===== src/rtl/sdlc_tx_pkg.sv =====
// Shared types and constants for the SDLC transmitter.
// Assumes mode bit positions are fixed by the struct field order below.
package sdlc_tx_pkg;

    typedef enum logic [2:0] {
        ST_IDLE,
        ST_OFLAG,
        ST_DATA,
        ST_CRC,
        ST_CFLAG
    } tx_state_e;

    // Mode register; the last field is bit 0.
    typedef struct packed {
        logic abort_ur;
        logic mark_idle;
        logic auto_rts;
        logic ext_en;
        logic sdlc_mode;
    } mode_t;

    localparam int         CFG_W        = $bits(mode_t);
    localparam logic       ADDR_CTRL    = 1'b0;
    localparam logic       ADDR_MODE    = 1'b1;
    localparam int         CTRL_RTS_BIT = 0;
    localparam int         FLAG_LEN     = 8;
    localparam logic [7:0] FLAG_PATTERN = 8'h7E;

endpackage


===== src/rtl/sdlc_cfg_regs.sv =====
// Configuration storage: RTS request bit and mode register.
// Assumes one write per cycle; values reset to zero.
module sdlc_cfg_regs
    import sdlc_tx_pkg::*;
(
    input  logic             clk,
    input  logic             rst_n,
    input  logic             cfg_we,
    input  logic             cfg_addr,
    input  logic [CFG_W-1:0] cfg_wdata,
    output logic             rts_req,
    output mode_t            mode
);

    // Capture control and mode writes.
    always_ff @(posedge clk) begin
        if (!rst_n) begin
            rts_req <= 1'b0;
            mode    <= '0;
        end else if (cfg_we) begin
            if (cfg_addr == ADDR_CTRL) begin
                rts_req <= cfg_wdata[CTRL_RTS_BIT];
            end else begin
                mode <= mode_t'(cfg_wdata);
            end
        end
    end

endmodule


===== src/rtl/sdlc_crc_acc.sv =====
// Bit-serial frame check accumulator, reflected form (LSB first).
// Assumes init and adv are never both meaningful in one cycle; init wins.
module sdlc_crc_acc #(
    parameter int               CRC_W = 16,
    parameter logic [CRC_W-1:0] POLY  = 16'h8408,
    parameter logic [CRC_W-1:0] INIT  = 16'hFFFF
) (
    input  logic             clk,
    input  logic             rst_n,
    input  logic             init,
    input  logic             adv,
    input  logic             din,
    output logic [CRC_W-1:0] crc_q,
    output logic [CRC_W-1:0] crc_nx
);

    // Next value after shifting one data bit in.
    always_comb begin
        crc_nx = crc_q >> 1;
        if (crc_q[0] ^ din) begin
            crc_nx = crc_nx ^ POLY;
        end
    end

    // Accumulator register.
    always_ff @(posedge clk) begin
        if (!rst_n) begin
            crc_q <= INIT;
        end else if (init) begin
            crc_q <= INIT;
        end else if (adv) begin
            crc_q <= crc_nx;
        end
    end

endmodule


===== src/rtl/sdlc_framer.sv =====
// Frame sequencer: flags, payload, check sequence, zero insertion and idle fill.
// Assumes DATA_W <= CRC_W. All state moves only on bit_en.
module sdlc_framer
    import sdlc_tx_pkg::*;
#(
    parameter int DATA_W   = 8,
    parameter int CRC_W    = 16,
    parameter int ONES_MAX = 5
) (
    input  logic              clk,
    input  logic              rst_n,
    input  logic              bit_en,
    input  logic              in_valid,
    input  logic [DATA_W-1:0] in_data,
    input  logic              mark_idle,
    input  logic [CRC_W-1:0]  crc_q,
    input  logic [CRC_W-1:0]  crc_nx,
    output logic              in_ready,
    output logic              crc_init,
    output logic              crc_adv,
    output logic              crc_din,
    output logic              txd,
    output logic              eom,
    output logic              line_busy
);

    localparam int CNT_W  = $clog2(CRC_W);
    localparam int FCNT_W = $clog2(FLAG_LEN);
    localparam int ONES_W = $clog2(ONES_MAX + 1);

    tx_state_e         state, state_d;
    logic [CRC_W-1:0]  sh, sh_d;
    logic [CNT_W-1:0]  bcnt, bcnt_d;
    logic [FCNT_W-1:0] fcnt, fcnt_d;
    logic [ONES_W-1:0] ones, ones_d;
    logic              txd_d, eom_d, busy_d;
    logic              stuff, byte_last, crc_last, flag_last, start, cur_bit;

    // Decode the current slot.
    always_comb begin
        stuff     = (ones == ONES_W'(ONES_MAX)) &&
                    (state == ST_DATA || state == ST_CRC || state == ST_CFLAG);
        byte_last = (bcnt == CNT_W'(DATA_W - 1));
        crc_last  = (bcnt == CNT_W'(CRC_W - 1));
        flag_last = (fcnt == FCNT_W'(FLAG_LEN - 1));
        cur_bit   = sh[bcnt];
        start     = bit_en && (state == ST_IDLE) && in_valid &&
                    (mark_idle || fcnt == '0);
        in_ready  = bit_en && ((state == ST_OFLAG && flag_last) ||
                               (state == ST_DATA && !stuff && byte_last));
        crc_init  = start;
        crc_adv   = bit_en && (state == ST_DATA) && !stuff;
        crc_din   = cur_bit;
    end

    // Next-slot computation.
    always_comb begin
        state_d = state;
        sh_d    = sh;
        bcnt_d  = bcnt;
        fcnt_d  = fcnt;
        ones_d  = ones;
        txd_d   = txd;
        eom_d   = eom;
        busy_d  = line_busy;
        case (state)
            ST_IDLE: begin
                busy_d = 1'b0;
                ones_d = '0;
                if (start) begin
                    txd_d   = FLAG_PATTERN[0];
                    fcnt_d  = FCNT_W'(1);
                    state_d = ST_OFLAG;
                    busy_d  = 1'b1;
                end else if (mark_idle) begin
                    txd_d  = 1'b1;
                    fcnt_d = '0;
                end else begin
                    txd_d  = FLAG_PATTERN[fcnt];
                    fcnt_d = fcnt + 1'b1;
                end
            end
            ST_OFLAG: begin
                txd_d  = FLAG_PATTERN[fcnt];
                fcnt_d = fcnt + 1'b1;
                ones_d = '0;
                if (flag_last) begin
                    bcnt_d = '0;
                    if (in_valid) begin
                        sh_d    = CRC_W'(in_data);
                        state_d = ST_DATA;
                    end else begin
                        sh_d    = ~crc_q;
                        state_d = ST_CRC;
                        eom_d   = 1'b1;
                    end
                end
            end
            ST_DATA: begin
                if (stuff) begin
                    txd_d  = 1'b0;
                    ones_d = '0;
                end else begin
                    txd_d  = cur_bit;
                    ones_d = cur_bit ? ones + 1'b1 : '0;
                    bcnt_d = bcnt + 1'b1;
                    if (byte_last) begin
                        bcnt_d = '0;
                        if (in_valid) begin
                            sh_d = CRC_W'(in_data);
                        end else begin
                            sh_d    = ~crc_nx;
                            state_d = ST_CRC;
                            eom_d   = 1'b1;
                        end
                    end
                end
            end
            ST_CRC: begin
                if (stuff) begin
                    txd_d  = 1'b0;
                    ones_d = '0;
                end else begin
                    txd_d  = cur_bit;
                    ones_d = cur_bit ? ones + 1'b1 : '0;
                    bcnt_d = bcnt + 1'b1;
                    if (crc_last) begin
                        bcnt_d  = '0;
                        fcnt_d  = '0;
                        state_d = ST_CFLAG;
                    end
                end
            end
            ST_CFLAG: begin
                ones_d = '0;
                if (stuff) begin
                    txd_d = 1'b0;
                end else begin
                    txd_d  = FLAG_PATTERN[fcnt];
                    fcnt_d = fcnt + 1'b1;
                    if (flag_last) begin
                        state_d = ST_IDLE;
                        eom_d   = 1'b0;
                    end
                end
            end
            default: begin
                state_d = ST_IDLE;
            end
        endcase
    end

    // Sequencer registers, advanced once per bit slot.
    always_ff @(posedge clk) begin
        if (!rst_n) begin
            state     <= ST_IDLE;
            sh        <= '0;
            bcnt      <= '0;
            fcnt      <= '0;
            ones      <= '0;
            txd       <= 1'b1;
            eom       <= 1'b0;
            line_busy <= 1'b0;
        end else if (bit_en) begin
            state     <= state_d;
            sh        <= sh_d;
            bcnt      <= bcnt_d;
            fcnt      <= fcnt_d;
            ones      <= ones_d;
            txd       <= txd_d;
            eom       <= eom_d;
            line_busy <= busy_d;
        end
    end

endmodule


===== src/rtl/sdlc_rts_ctrl.sv =====
// RTS pin driver with optional deferred release until the line falls quiet.
// Assumes line_busy falls one bit slot after the closing flag's last bit.
module sdlc_rts_ctrl (
    input  logic clk,
    input  logic rst_n,
    input  logic rts_req,
    input  logic auto_act,
    input  logic line_busy,
    output logic rts_n
);

    logic hold_q;

    // Remember that RTS was requested during the current frame.
    always_ff @(posedge clk) begin
        if (!rst_n) begin
            hold_q <= 1'b0;
        end else begin
            hold_q <= auto_act && line_busy && (rts_req || hold_q);
        end
    end

    // Pin is low while requested, or while held for a frame in flight.
    always_comb begin
        rts_n = !(rts_req || (hold_q && line_busy && auto_act));
    end

endmodule


===== src/rtl/sdlc_tx_autorts.sv =====
// SDLC transmitter top: configuration, framer, check accumulator, RTS driver.
// Assumes bit_en is a single-cycle strobe at the line bit rate.
module sdlc_tx_autorts
    import sdlc_tx_pkg::*;
#(
    parameter int               DATA_W   = 8,
    parameter int               CRC_W    = 16,
    parameter logic [CRC_W-1:0] CRC_POLY = 16'h8408,
    parameter logic [CRC_W-1:0] CRC_INIT = 16'hFFFF,
    parameter int               ONES_MAX = 5
) (
    input  logic              clk,
    input  logic              rst_n,
    input  logic              cfg_we,
    input  logic              cfg_addr,
    input  logic [CFG_W-1:0]  cfg_wdata,
    input  logic [DATA_W-1:0] in_data,
    input  logic              in_valid,
    output logic              in_ready,
    input  logic              bit_en,
    output logic              txd,
    output logic              rts_n,
    output logic              eom
);

    logic             rts_req;
    mode_t            mode;
    logic             auto_act;
    logic             line_busy;
    logic             crc_init, crc_adv, crc_din;
    logic [CRC_W-1:0] crc_q, crc_nx;

    // Deferred release needs every enabling condition at once.
    always_comb begin
        auto_act = mode.sdlc_mode && mode.ext_en && mode.auto_rts &&
                   mode.mark_idle && !mode.abort_ur;
    end

    sdlc_cfg_regs u_cfg (
        .clk       (clk),
        .rst_n     (rst_n),
        .cfg_we    (cfg_we),
        .cfg_addr  (cfg_addr),
        .cfg_wdata (cfg_wdata),
        .rts_req   (rts_req),
        .mode      (mode)
    );

    sdlc_crc_acc #(
        .CRC_W (CRC_W),
        .POLY  (CRC_POLY),
        .INIT  (CRC_INIT)
    ) u_crc (
        .clk    (clk),
        .rst_n  (rst_n),
        .init   (crc_init),
        .adv    (crc_adv),
        .din    (crc_din),
        .crc_q  (crc_q),
        .crc_nx (crc_nx)
    );

    sdlc_framer #(
        .DATA_W   (DATA_W),
        .CRC_W    (CRC_W),
        .ONES_MAX (ONES_MAX)
    ) u_framer (
        .clk       (clk),
        .rst_n     (rst_n),
        .bit_en    (bit_en),
        .in_valid  (in_valid),
        .in_data   (in_data),
        .mark_idle (mode.mark_idle),
        .crc_q     (crc_q),
        .crc_nx    (crc_nx),
        .in_ready  (in_ready),
        .crc_init  (crc_init),
        .crc_adv   (crc_adv),
        .crc_din   (crc_din),
        .txd       (txd),
        .eom       (eom),
        .line_busy (line_busy)
    );

    sdlc_rts_ctrl u_rts (
        .clk       (clk),
        .rst_n     (rst_n),
        .rts_req   (rts_req),
        .auto_act  (auto_act),
        .line_busy (line_busy),
        .rts_n     (rts_n)
    );

endmodule


===== config.mk =====
export PLATFORM = sky130hd
export DESIGN_NAME = sdlc_tx_autorts
export DESIGN_NICKNAME = d
export VERILOG_FILES = /design/src/rtl/sdlc_tx_pkg.sv /design/src/rtl/sdlc_cfg_regs.sv /design/src/rtl/sdlc_crc_acc.sv /design/src/rtl/sdlc_framer.sv /design/src/rtl/sdlc_rts_ctrl.sv /design/src/rtl/sdlc_tx_autorts.sv
export SDC_FILE = /design/constraint.sdc
export NUM_CORES = 1
export LEC_CHECK = 0
export CORE_MARGIN = 1.5
export CORE_UTILIZATION = 45
export CTS_CLUSTER_SIZE = 30
export DETAILED_ROUTE_END_ITERATION = 12
export GPL_TIMING_DRIVEN = 0
export HOLD_SLACK_MARGIN = 0.02
export PLACE_DENSITY = 0.66
export SLEW_MARGIN = 10
export SYNTH_ARGS = -nofsm -noshare
export SYNTH_HDL_FRONTEND = slang
export SYNTH_HIERARCHICAL = 1
export SYNTH_SLANG_ARGS = --single-unit

===== constraint.sdc =====
create_clock -name clk -period 2.3 [get_ports clk]
set_input_delay 0.46 -clock clk [delete_from_list [all_inputs] [get_ports clk]]
set_output_delay 0.46 -clock clk [all_outputs]
set_load 0.01 [all_outputs]

Yosys cells after proc, flatten, opt, wreduce, memory -nomap -nowiden
Memories as Yosys holds them, arrays and structs flattened. A register that Yosys moved wholly into a read port is not among the register bits.
Cells that the tools add are included.
- register bits: 55
- bits in read-only memories: 8
- logic and storage cells: 144
- memories kept: 1
- equal/unequal tests: 17
- magnitude comparators: 2
- add/sub/neg operators: 3
- bitwise gates (word level): 6
- reductions and logical operators: 48
- multiplexer cells: 51
- memory list (memory ; words ; width ; read ports ; clocked after Yosys merged registers in ; write ports ; line ; text):
    (name not given) ; 8 ; 1 ; 1 ; 1 ; 0 ; sdlc_framer.sv:79 ; txd_d = FLAG_PATTERN[fcnt];
- operators with widths (kind ; number):
    $mux 16 ; 6
    $mux 3 ; 18
    $not 16->16 ; 2
    $pmux 16 s2 ; 1
    $mux 4 ; 5
    $logic_and 1x1->1 ; 18
    $pmux 3 s5 ; 1
    $reduce_and 5->1 ; 3
    $mux 1 ; 14
    $pmux 3 s4 ; 1
    $pmux 4 s3 ; 1
    $ne 2x2->1 const B ; 5
    $reduce_and 10->1 ; 1
    $reduce_and 2->1 ; 5
    $eq 3x3->1 const B ; 3
    $ne 2x1->1 const B ; 4
    $reduce_bool 4->1 ; 2
    $reduce_and 7->1 ; 1
    $add 3x1->3 const B ; 2
    $eq 3x2->1 const B ; 2
    $logic_not 3->1 ; 2
    $logic_or 1x1->1 ; 6
    $pmux 3 s2 ; 1
    $reduce_bool 3->1 ; 2
    16 further kinds ; 21

Depth between registers and ports, before layout
Gate-level depths: netlist of run 1.
- depth in word-level cells: 9
- gate-level depth with buffers: 10

Modules after synthesis
The synthesis of run 1 kept the hierarchy.
- by module, submodules not included (module ; seq. area each (um^2) ; times used ; cells each ; area an instance (um^2)):
    sdlc_framer ; 660.6 ; 1 ; 258 ; 2306.0
    sdlc_crc_acc ; 320.3 ; 1 ; 73 ; 739.5
    sdlc_cfg_regs ; 120.1 ; 1 ; 26 ; 234.0
    sdlc_rts_ctrl ; 20.0 ; 1 ; 3 ; 37.5
    sdlc_tx_autorts ; 0.0 ; 1 ; 2 ; 17.5

Least setup slack after synthesis of run 1
No wires, ideal clock.
- path kind: register -> register
- start point: register u_framer.bcnt[1]
- end point: register u_framer.sh[3]
- cell stages (with the launch flop): 10
- arrival time: 2.240 ns
- data required time: 2.241 ns
- library setup time: 0.059 ns
- slack: 0.001 ns
- path buffers: 0
- cells stage by stage: dfxtp_1 -> mux4_1 -> mux2_2 -> nor2_1 -> a21oi_1 -> xnor3_1 -> inv_1 -> mux2_2 -> o211ai_1 -> o211a_1
- word-level cells in the longest chain between the ends: 9
- elaborated cells on any way between the ends: 12
- classes of those cells: eq/ne (2); mux (7); bitwise (2); reduce/logical (1)
- ends and longest elaborated chain (element ; line ; text):
    from (decl) ; sdlc_framer.sv:33 ; logic [CNT_W-1:0] bcnt, bcnt_d;
    from (signal assigned) ; sdlc_framer.sv:167 ; bcnt <= bcnt_d;
    $bmux 1 s4 ; sdlc_framer.sv:46 ; cur_bit = sh[bcnt];
    $mux 1 (implied by the code) ; sdlc_framer.sv:46 ;
    named net crc_din ; sdlc_tx_autorts.sv:30 ; logic crc_init, crc_adv, crc_din;
    $xor 1x1->1 ; sdlc_crc_acc.sv:20 ; if (crc_q[0] ^ din) begin
    $mux 16 ; sdlc_crc_acc.sv:20 ;
    named net crc_nx[3] ; sdlc_tx_autorts.sv:31 ; logic [CRC_W-1:0] crc_q, crc_nx;
    $not 16->16 ; sdlc_framer.sv:112 ; sh_d = ~crc_nx;
    $mux 16 ; sdlc_framer.sv:109 ; if (in_valid) begin
    $mux 16 ; sdlc_framer.sv:107 ; if (byte_last) begin
    $mux 16 ; sdlc_framer.sv:100 ; if (stuff) begin
    $pmux 16 s2 ; sdlc_framer.sv:66 ; case (state)
    to (signal assigned) ; sdlc_framer.sv:157 ; sh <= '0;
    to (signal assigned) ; sdlc_framer.sv:166 ; sh <= sh_d;
    to (decl) ; sdlc_framer.sv:32 ; logic [CRC_W-1:0] sh, sh_d;
The timed path passes the listed nets, and every way through them passes these cells. The select of a mux whose other input is x is not followed.
A chain may end at the register's enable or synchronous reset.

Worst setup path in the final report of run 1
Same ends and word-level chain as after synthesis.

==> results.tsv, run 1 <==
stage	metric	value	unit
run_status	status	finished, final reports clean	
setup_path	cp.arrival	2.54	ns
drt	drtPass1Iterations	4	
setup_path	path_max_fanout	5	
sta	fin_crit_sh	98.6	%
yosys	syn_nets	387	
sta	tns	0	ns
sta	final.min_clock_period	2.27	ns
drt	finalWirelength	7.49	mm
cells_and_area	syn2layout_area_growth	17.7	%
cells_and_area	n_antenna_cell	0	
setup_path	r2r-start	u_framer/bcnt[1]	
floorplanning	io_pins	23	
sta	slew_headroom	63.9	%
drt	final_antenna_net_count	0	
cts	clk_pin_slew	0.10	ns
yosys	synth-seq-area-share	33.6	%
grt	grt_usage	19.7	%
drt	drc	0	
cts	root_buffer	clkbuf_8	
worst_hold_path	holdCritPathClass	reg -> reg	
setup_path	startpoint	u_framer/bcnt[1]	
setup_path	critical_path_class	reg -> reg	
yosys	syn_inst	362	
sta	rsz0062_at_grt	true	
grt	grt_max_degree	18	
placed_design	dp_hpwl	5.43	mm
pwr	ir_drop	200	µV
setup_path	crit_path_start_kind	flop	
cells_and_area	drive_gt1_share	26.0	%
yosys	synthArstFlopShare	0	%
yosys	synth-main-ff-cell	dfxtp_1	
cells_and_area	utilization	54.4	%
placed_design	portBuffers	21	
yosys	syn-cell-area	0.00333	mm²
floorplanning	initial_core_util	46.2	%
pwr	seq_power_share	55.8	%
placed_design	dpl_cell_area	0.00367	mm²
yosys	avgSynthCellArea	9.21	µm²
floorplanning	die_height	89.1	µm
pwr	pwr-share-clk	30.9	%
sta	finalSetupViolCount	0	
grt	grt_pass1_wl	12.1	mm
grt	globalRouteOverflowTotal	0	
drt	num_vias	2754	
sta	worst_slack	0.0333	ns
setup_path	max_stage_delay	0.51	ns
cells_and_area	fin_area	0.00393	mm²
cts	htreeDepth	2	
yosys	synth_edf_count	0	
pwr	p_switching	0.000482	W
pwr	combPwrFrac	13.3	%
cts	cts_num_sinks	56	
floorplanning	die_area	0.00794	mm²
setup_path	endpoint_kind	flop	
yosys	yosys_warnings	6	
sta	fmax	0.441	GHz
floorplanning	rows	31	
cts	cts-buffers-inserted	5	
cts	cts_tree	done	
flow_run	drv_cap	0	
grt	grt_pass1_vias	2578	
setup_path	required	2.57	ns
setup_path	slowest_stage	mux4_2	
sta	hold_violations	0	
cells_and_area	multi_input_area	0.00194	mm²
cts	cts_buffer_depth	2	
drt	drtIter0Drc	121	
pwr	power_density	457	mW/mm²
yosys	synth_cell_type_count	61	
sta	maxSlewViolCount	0	
floorplanning	core_region_area	0.00721	mm²
cells_and_area	fillerInstances	694	
pwr	switching_share	26.8	%
setup_path	cp_cell_sequence	mux4_2 -> mux2_4 -> nor2_4 -> a21oi_2 -> xnor3_1 -> inv_1 -> mux2_2 -> o211ai_1 -> o211a_1	
grt	antenna_found_initial	0	
drt	via_per_inst	5.44	
cells_and_area	mostFrequentLayoutCells	nand2_1, dfxtp_1, buf_4	
sta	finClkSkew	0.0152	ns
placed_design	place.gp.congestion	0.895	
cells_and_area	final-seq-area	0.00113	mm²
placed_design	place_ws	-0.232	ns
cts	clock_latency	0.32	ns
floorplanning	die_w	89.1	µm
yosys	ys_seq_elements	56	
pwr	power.leakage	1.70	nW
cells_and_area	finalNetCount	431	
drt	post_drt_wl_per_cell	14.8	µm
worst_hold_path	min-delay-start	u_cfg/mode[2]	
sta	tightest_slew	0.536	ns
pwr	p_int	0.00131	W
state kept, by name, summed over array words and instances (netlist names), named ones only:
register            flops
u_cfg/rts_req           1
u_framer/bcnt           4
u_framer/state          3
u_cfg/mode              5
u_framer/fcnt           3
u_framer/ones           3
u_framer/txd            1
u_framer/sh            16
u_framer/eom            1
u_crc/crc_q            16
u_framer/line_busy      1
u_rts/hold_q            1
power groups by stage:
stage	logic, W	registers (W)	clock network [W]
floorplan	0.000152	0.00102	0
global placement	0.000230	0.00102	0
detailed placement	0.000231	0.00102	0
CTS	0.000235	0.00100	0.000575
global route	0.000264	0.00100	0.000606
finish	0.000240	0.00100	0.000555
per-stage QoR:
| stage | instances | total power [W] | hold slack, ns |
|---|---|---|---|
| floorplan | 362 | 0.00117 | 0.430 |
| CTS | 494 | 0.00181 | 0.472 |
| global route | 506 | 0.00187 | 0.484 |
| detailed placement | 482 | 0.00126 | 0.457 |
| global placement | 482 | 0.00125 | 0.444 |
| finish | 506 | 0.00180 | 0.465 |
synthesized netlist by cell type, drive strengths merged (2+ instances only):
cell type  number  area share (%)
xnor3           2             1.4
a211oi          2            0.60
nor3b           2            0.75
a31o            2            0.53
nand4           4            0.75
and2            3            0.64
a21oi           7             1.1
o211ai         13             3.1
nor2b           7             1.4
mux2i          20             6.0
nand3           4            0.60
xnor2           3            0.79
a21boi          8             1.8
xor2            2            0.53
nor2           14             1.6
clkbuf          7            0.79
o31ai           2            0.45
buf            33             6.9
a221oi          2            0.71
mux2           17             5.7
a311o           3            0.90
dfxtp          56              34
nand2          52             5.9
or2             3            0.56
a22oi           2            0.45
mux4            4             3.2
and3            3            0.56
inv            14             1.6
nand2b          7             1.3
o21ai          23             3.5
ha              6             2.3
o211a          16             4.8
worst max-delay path: cells and delay by family, from the launching register on:
| family | cells | cell delay, ns |
|---|---|---|
| AOI/OAI and AO/OA | 3 | 0.39 |
| muxes | 3 | 1.07 |
| and+or+nand+nor | 1 | 0.08 |
| DFF | 1 | 0.39 |
| xor gates and xnor gates | 1 | 0.24 |
| buffers and inverters | 1 | 0.04 |
final cells by class:
type	count	area share, %
Sequential cell	56	28.8
Tap cell	99	3.15
Clock buffer	6	1.85
Inverter	14	1.34
Timing Repair Buffer	37	8.29
Clock inverter	2	0.414
Multi-Input combinational cell	252	49.3
Buffer	40	6.85
worst paths after layout:
| kind | cells past startpoint | slack [ns] | end |
|---|---|---|---|
| max | 9 | 0.03 | u_framer/sh[3] |
| min reg2reg | 2 | 0.47 | u_cfg/mode[2] |
| max reg2reg | 9 | 0.03 | u_framer/sh[3] |
| min | 2 | 0.47 | u_cfg/mode[2] |
kinds of logic (layout without fill, tap and decap cells):
family	Yosys count	in the layout	share of synthesized area, %
buf+inv	54	99	9.31
xor+xnor	7	7	2.66
simple gates	105	105	15.3
mux	41	41	14.9
flops	56	56	33.6
fa+ha+maj	6	6	2.25
compound gates	93	93	22.0
metal layers:
layer | routed length, µm | vias to the layer above | share of wire (%) | track usage, %
met5 | 0 | - | 0 | 0
met4 | 84 | 0 | 1.1 | 5.45
met3 | 323 | 7 | 4.3 | 3.69
met2 | 3570 | 49 | 48 | 33.2
met1 | 3510 | 1321 | 47 | 25.7
li1 | - | 1377 | - | -
repair_timing:
item / 4_1_cts / 5_1_grt
resized for setup: 18 / 14
endpoints found under the setup margin: 14 / 14
setup buffers: 4 / 12
hold buffers: 0 / 0
pin swaps: 1 / 3
Note: power is estimated with default switching activity, not from simulation.
==> run 2, diff against run 1 <==
--- a/config.mk
+++ b/config.mk
@@ -6,12 +6,11 @@
 export NUM_CORES = 1
 export LEC_CHECK = 0
 export CORE_MARGIN = 1.5
-export CORE_UTILIZATION = 45
+export CORE_UTILIZATION = 40
 export CTS_CLUSTER_SIZE = 30
 export DETAILED_ROUTE_END_ITERATION = 12
 export GPL_TIMING_DRIVEN = 0
 export HOLD_SLACK_MARGIN = 0.02
-export PLACE_DENSITY = 0.66
 export SLEW_MARGIN = 10
 export SYNTH_ARGS = -nofsm -noshare
 export SYNTH_HDL_FRONTEND = slang
==> results.tsv, run 2 (synthesized netlist as in run 1, its figures left out) <==
stage	metric	value	unit	change
run_status	status	finished, final reports clean		
setup_path	required	2.57	ns	about the same
pwr	p_int	0.00131	W	about the same
pwr	switching_share	27.6	%	+0.71 points
pwr	pwr-share-clk	31.5	%	+0.6 points
sta	final.min_clock_period	2.27	ns	+0.00721 ns
placed_design	portBuffers	21		unchanged
floorplanning	core_region_area	0.00813	mm²	+13%
sta	slew_headroom	65.7	%	+1.7 points
cells_and_area	mostFrequentLayoutCells	nand2_1, dfxtp_1, buf_4		
pwr	power	0.00181	W	+1.0%
setup_path	r2r-end	u_framer/sh[3]		
cells_and_area	syn2layout_area_growth	19.2	%	
grt	grt_pass1_wl	13.2	mm	+9.0%
drt	drtPass1Iterations	4		unchanged
sta	fmax	0.440	GHz	-0.32%
floorplanning	die_w	94.3	µm	+5.9%
cts	cts_num_sinks	56		unchanged
drt	drtIter0Drc	117		-3.3%
pwr	seq_power_share	55.3	%	-0.5 points
sta	maxSlewViolCount	0		unchanged
grt	grt_pass1_vias	2678		+3.9%
placed_design	dp_hpwl	5.55	mm	+2.1%
cts	clk_pin_slew	0.11	ns	about the same
setup_path	cp.arrival	2.55	ns	about the same
placed_design	place.gp.congestion	0.808		-9.7%
drt	final_antenna_net_count	0		unchanged
pwr	p_switching	0.000500	W	+3.7%
sta	fin_crit_sh	98.9	%	+0.31 points
floorplanning	io_pins	23		unchanged
pwr	power_density	456	mW/mm²	-0.26%
cts	cts_buffer_depth	2		unchanged
placed_design	dp.cells	488		+1.2%
setup_path	path_max_fanout	4		-1
cts	cts-buffers-inserted	5		unchanged
cells_and_area	finalNonFillerCells	512		+1.2%
grt	grt_max_degree	18		unchanged
pwr	power.leakage	1.71	nW	+0.96%
cells_and_area	n_antenna_cell	0		unchanged
sta	tightest_slew	0.513	ns	-0.0234 ns
setup_path	critical_path_class	reg -> reg		
cts	clock_latency	0.32	ns	about the same
flow_run	drv_cap	0		unchanged
worst_hold_path	holdCritPathClass	reg -> reg		
cells_and_area	finalNetCount	431		unchanged
floorplanning	die_height	94.3	µm	+5.9%
grt	grt_usage	19.0	%	-0.65 points
pwr	combPwrFrac	13.2	%	about the same
cells_and_area	multi_input_area	0.00198	mm²	+2.1%
grt	antenna_found_initial	0		unchanged
sta	finClkSkew	0.0123	ns	-0.00294 ns
drt	drc	0		unchanged
sta	finalSetupViolCount	0		unchanged
cells_and_area	final-seq-area	0.00113	mm²	+0.11%
setup_path	reg2reg_slack	0.03	ns	about the same
pwr	ir_drop	251	µV	+26%
sta	hold_ws	0.465	ns	-0.000584 ns
setup_path	endpoint	u_framer/sh[3]		
cells_and_area	drive_gt1_share	27.0	%	+0.98 points
drt	via_per_inst	5.45		+0.16%
drt	finalWirelength	7.94	mm	+6.0%
cells_and_area	final_common_cell	nand2_1		
setup_path	endpoint_kind	flop		
sta	rsz0062_at_grt	true		
floorplanning	rows	33		+6.5%
drt	post_drt_wl_per_cell	15.5	µm	+4.7%
setup_path	startpoint	u_framer/bcnt[1]		
cts	root_buffer	clkbuf_8		
setup_path	ff2ff_path_depth	9		unchanged
drt	num_vias	2791		+1.3%
cells_and_area	fillerInstances	766		+10%
grt	globalRouteOverflowTotal	0		unchanged
cts	cts_tree	done		
setup_path	crit_path_start_kind	flop		
floorplanning	die_area	0.00889	mm²	+12%
sta	hold_violations	0		unchanged
cells_and_area	reg.largest.list	u_crc/crc_q: 16 flops, u_framer/sh: 16 flops, u_cfg/mode: 5 flops		
floorplanning	initial_core_util	41.0	%	-5.2 points
cts	htreeDepth	2		unchanged
setup_path	r2r-start	u_framer/bcnt[1]		
run 2: changes by cell type in the layout (fill, tap and decap cells not counted), sizes merged:
cell    before  now
clkbuf      13   14
buf         50   49
run 2: worst min-delay path by stage:
stage	start	end	slack, ns	cells after the start
floorplan	u_cfg/mode[2]	u_cfg/mode[2]	0.43	2
global placement	u_cfg/mode[0]	u_cfg/mode[0]	0.45	2
detailed placement	u_cfg/mode[0]	u_cfg/mode[0]	0.45	2
CTS	u_cfg/mode[0]	u_cfg/mode[0]	0.47	2
global route	u_cfg/mode[0]	u_cfg/mode[0]	0.49	2
finish	u_cfg/mode[0]	u_cfg/mode[0]	0.46	2
run 2: power by group through the flow:
stage                     sequential, W  combinational, W  clock [W]
after global placement          0.00102          0.000232          0
after floorplan                 0.00102          0.000152          0
after global routing            0.00100          0.000265   0.000625
after detailed placement        0.00102          0.000233          0
after CTS                       0.00100          0.000238   0.000591
final                           0.00100          0.000240   0.000571
run 2: critical path, cell delays in order (launching register included):
cell,delay (ns)
dfxtp_4,0.39
mux4_2,0.50
mux2_4,0.31
nor2_4,0.12
a21oi_4,0.06
xnor3_1,0.24
inv_1,0.04
mux2_4,0.25
o211ai_1,0.15
o211a_1,0.16
run 2: area by class of cell:
| cell class | instances | area share, % |
|---|---|---|
| Multi-Input combinational cell | 252 | 49.7 |
| Sequential cell | 56 | 28.4 |
| Timing Repair Buffer | 37 | 8.28 |
| Buffer | 40 | 6.67 |
| Tap cell | 105 | 3.30 |
| Clock buffer | 6 | 1.83 |
| Inverter | 14 | 1.32 |
| Clock inverter | 2 | 0.409 |
run 2: per-layer routing:
metal  share of wire (%)  global-route usage (%)  routed length [µm]  vias to the layer above
met3                 3.0                    3.07                 240                        6
met2                  48                    32.1                3810                       57
li1                    -                       -                   -                     1381
met4                 1.1                    6.72                  86                        0
met1                  48                    24.4                3790                     1347
met5                   0                       0                   0                        -
run 2: per-stage QoR:
stage                     utilization, %  TNS, ns  worst slack (ns)  cell area [µm²]
after floorplan                        -        0           0.00107             3330
after global placement              45.2    -1.82            -0.218             3680
final                               48.9        0            0.0261             3980
after detailed placement            45.2    -1.68            -0.196             3680
after global routing                48.9   -0.125           -0.0767             3980
after CTS                           47.7  -0.0567           -0.0567             3880
run 2: repair_timing:
action,4_1_cts,5_1_grt
endpoints found under the setup margin,14,19
hold buffers,0,0
gates cloned,0,0
gates resized for setup,18,21
pin swaps,2,2
setup buffers,10,6
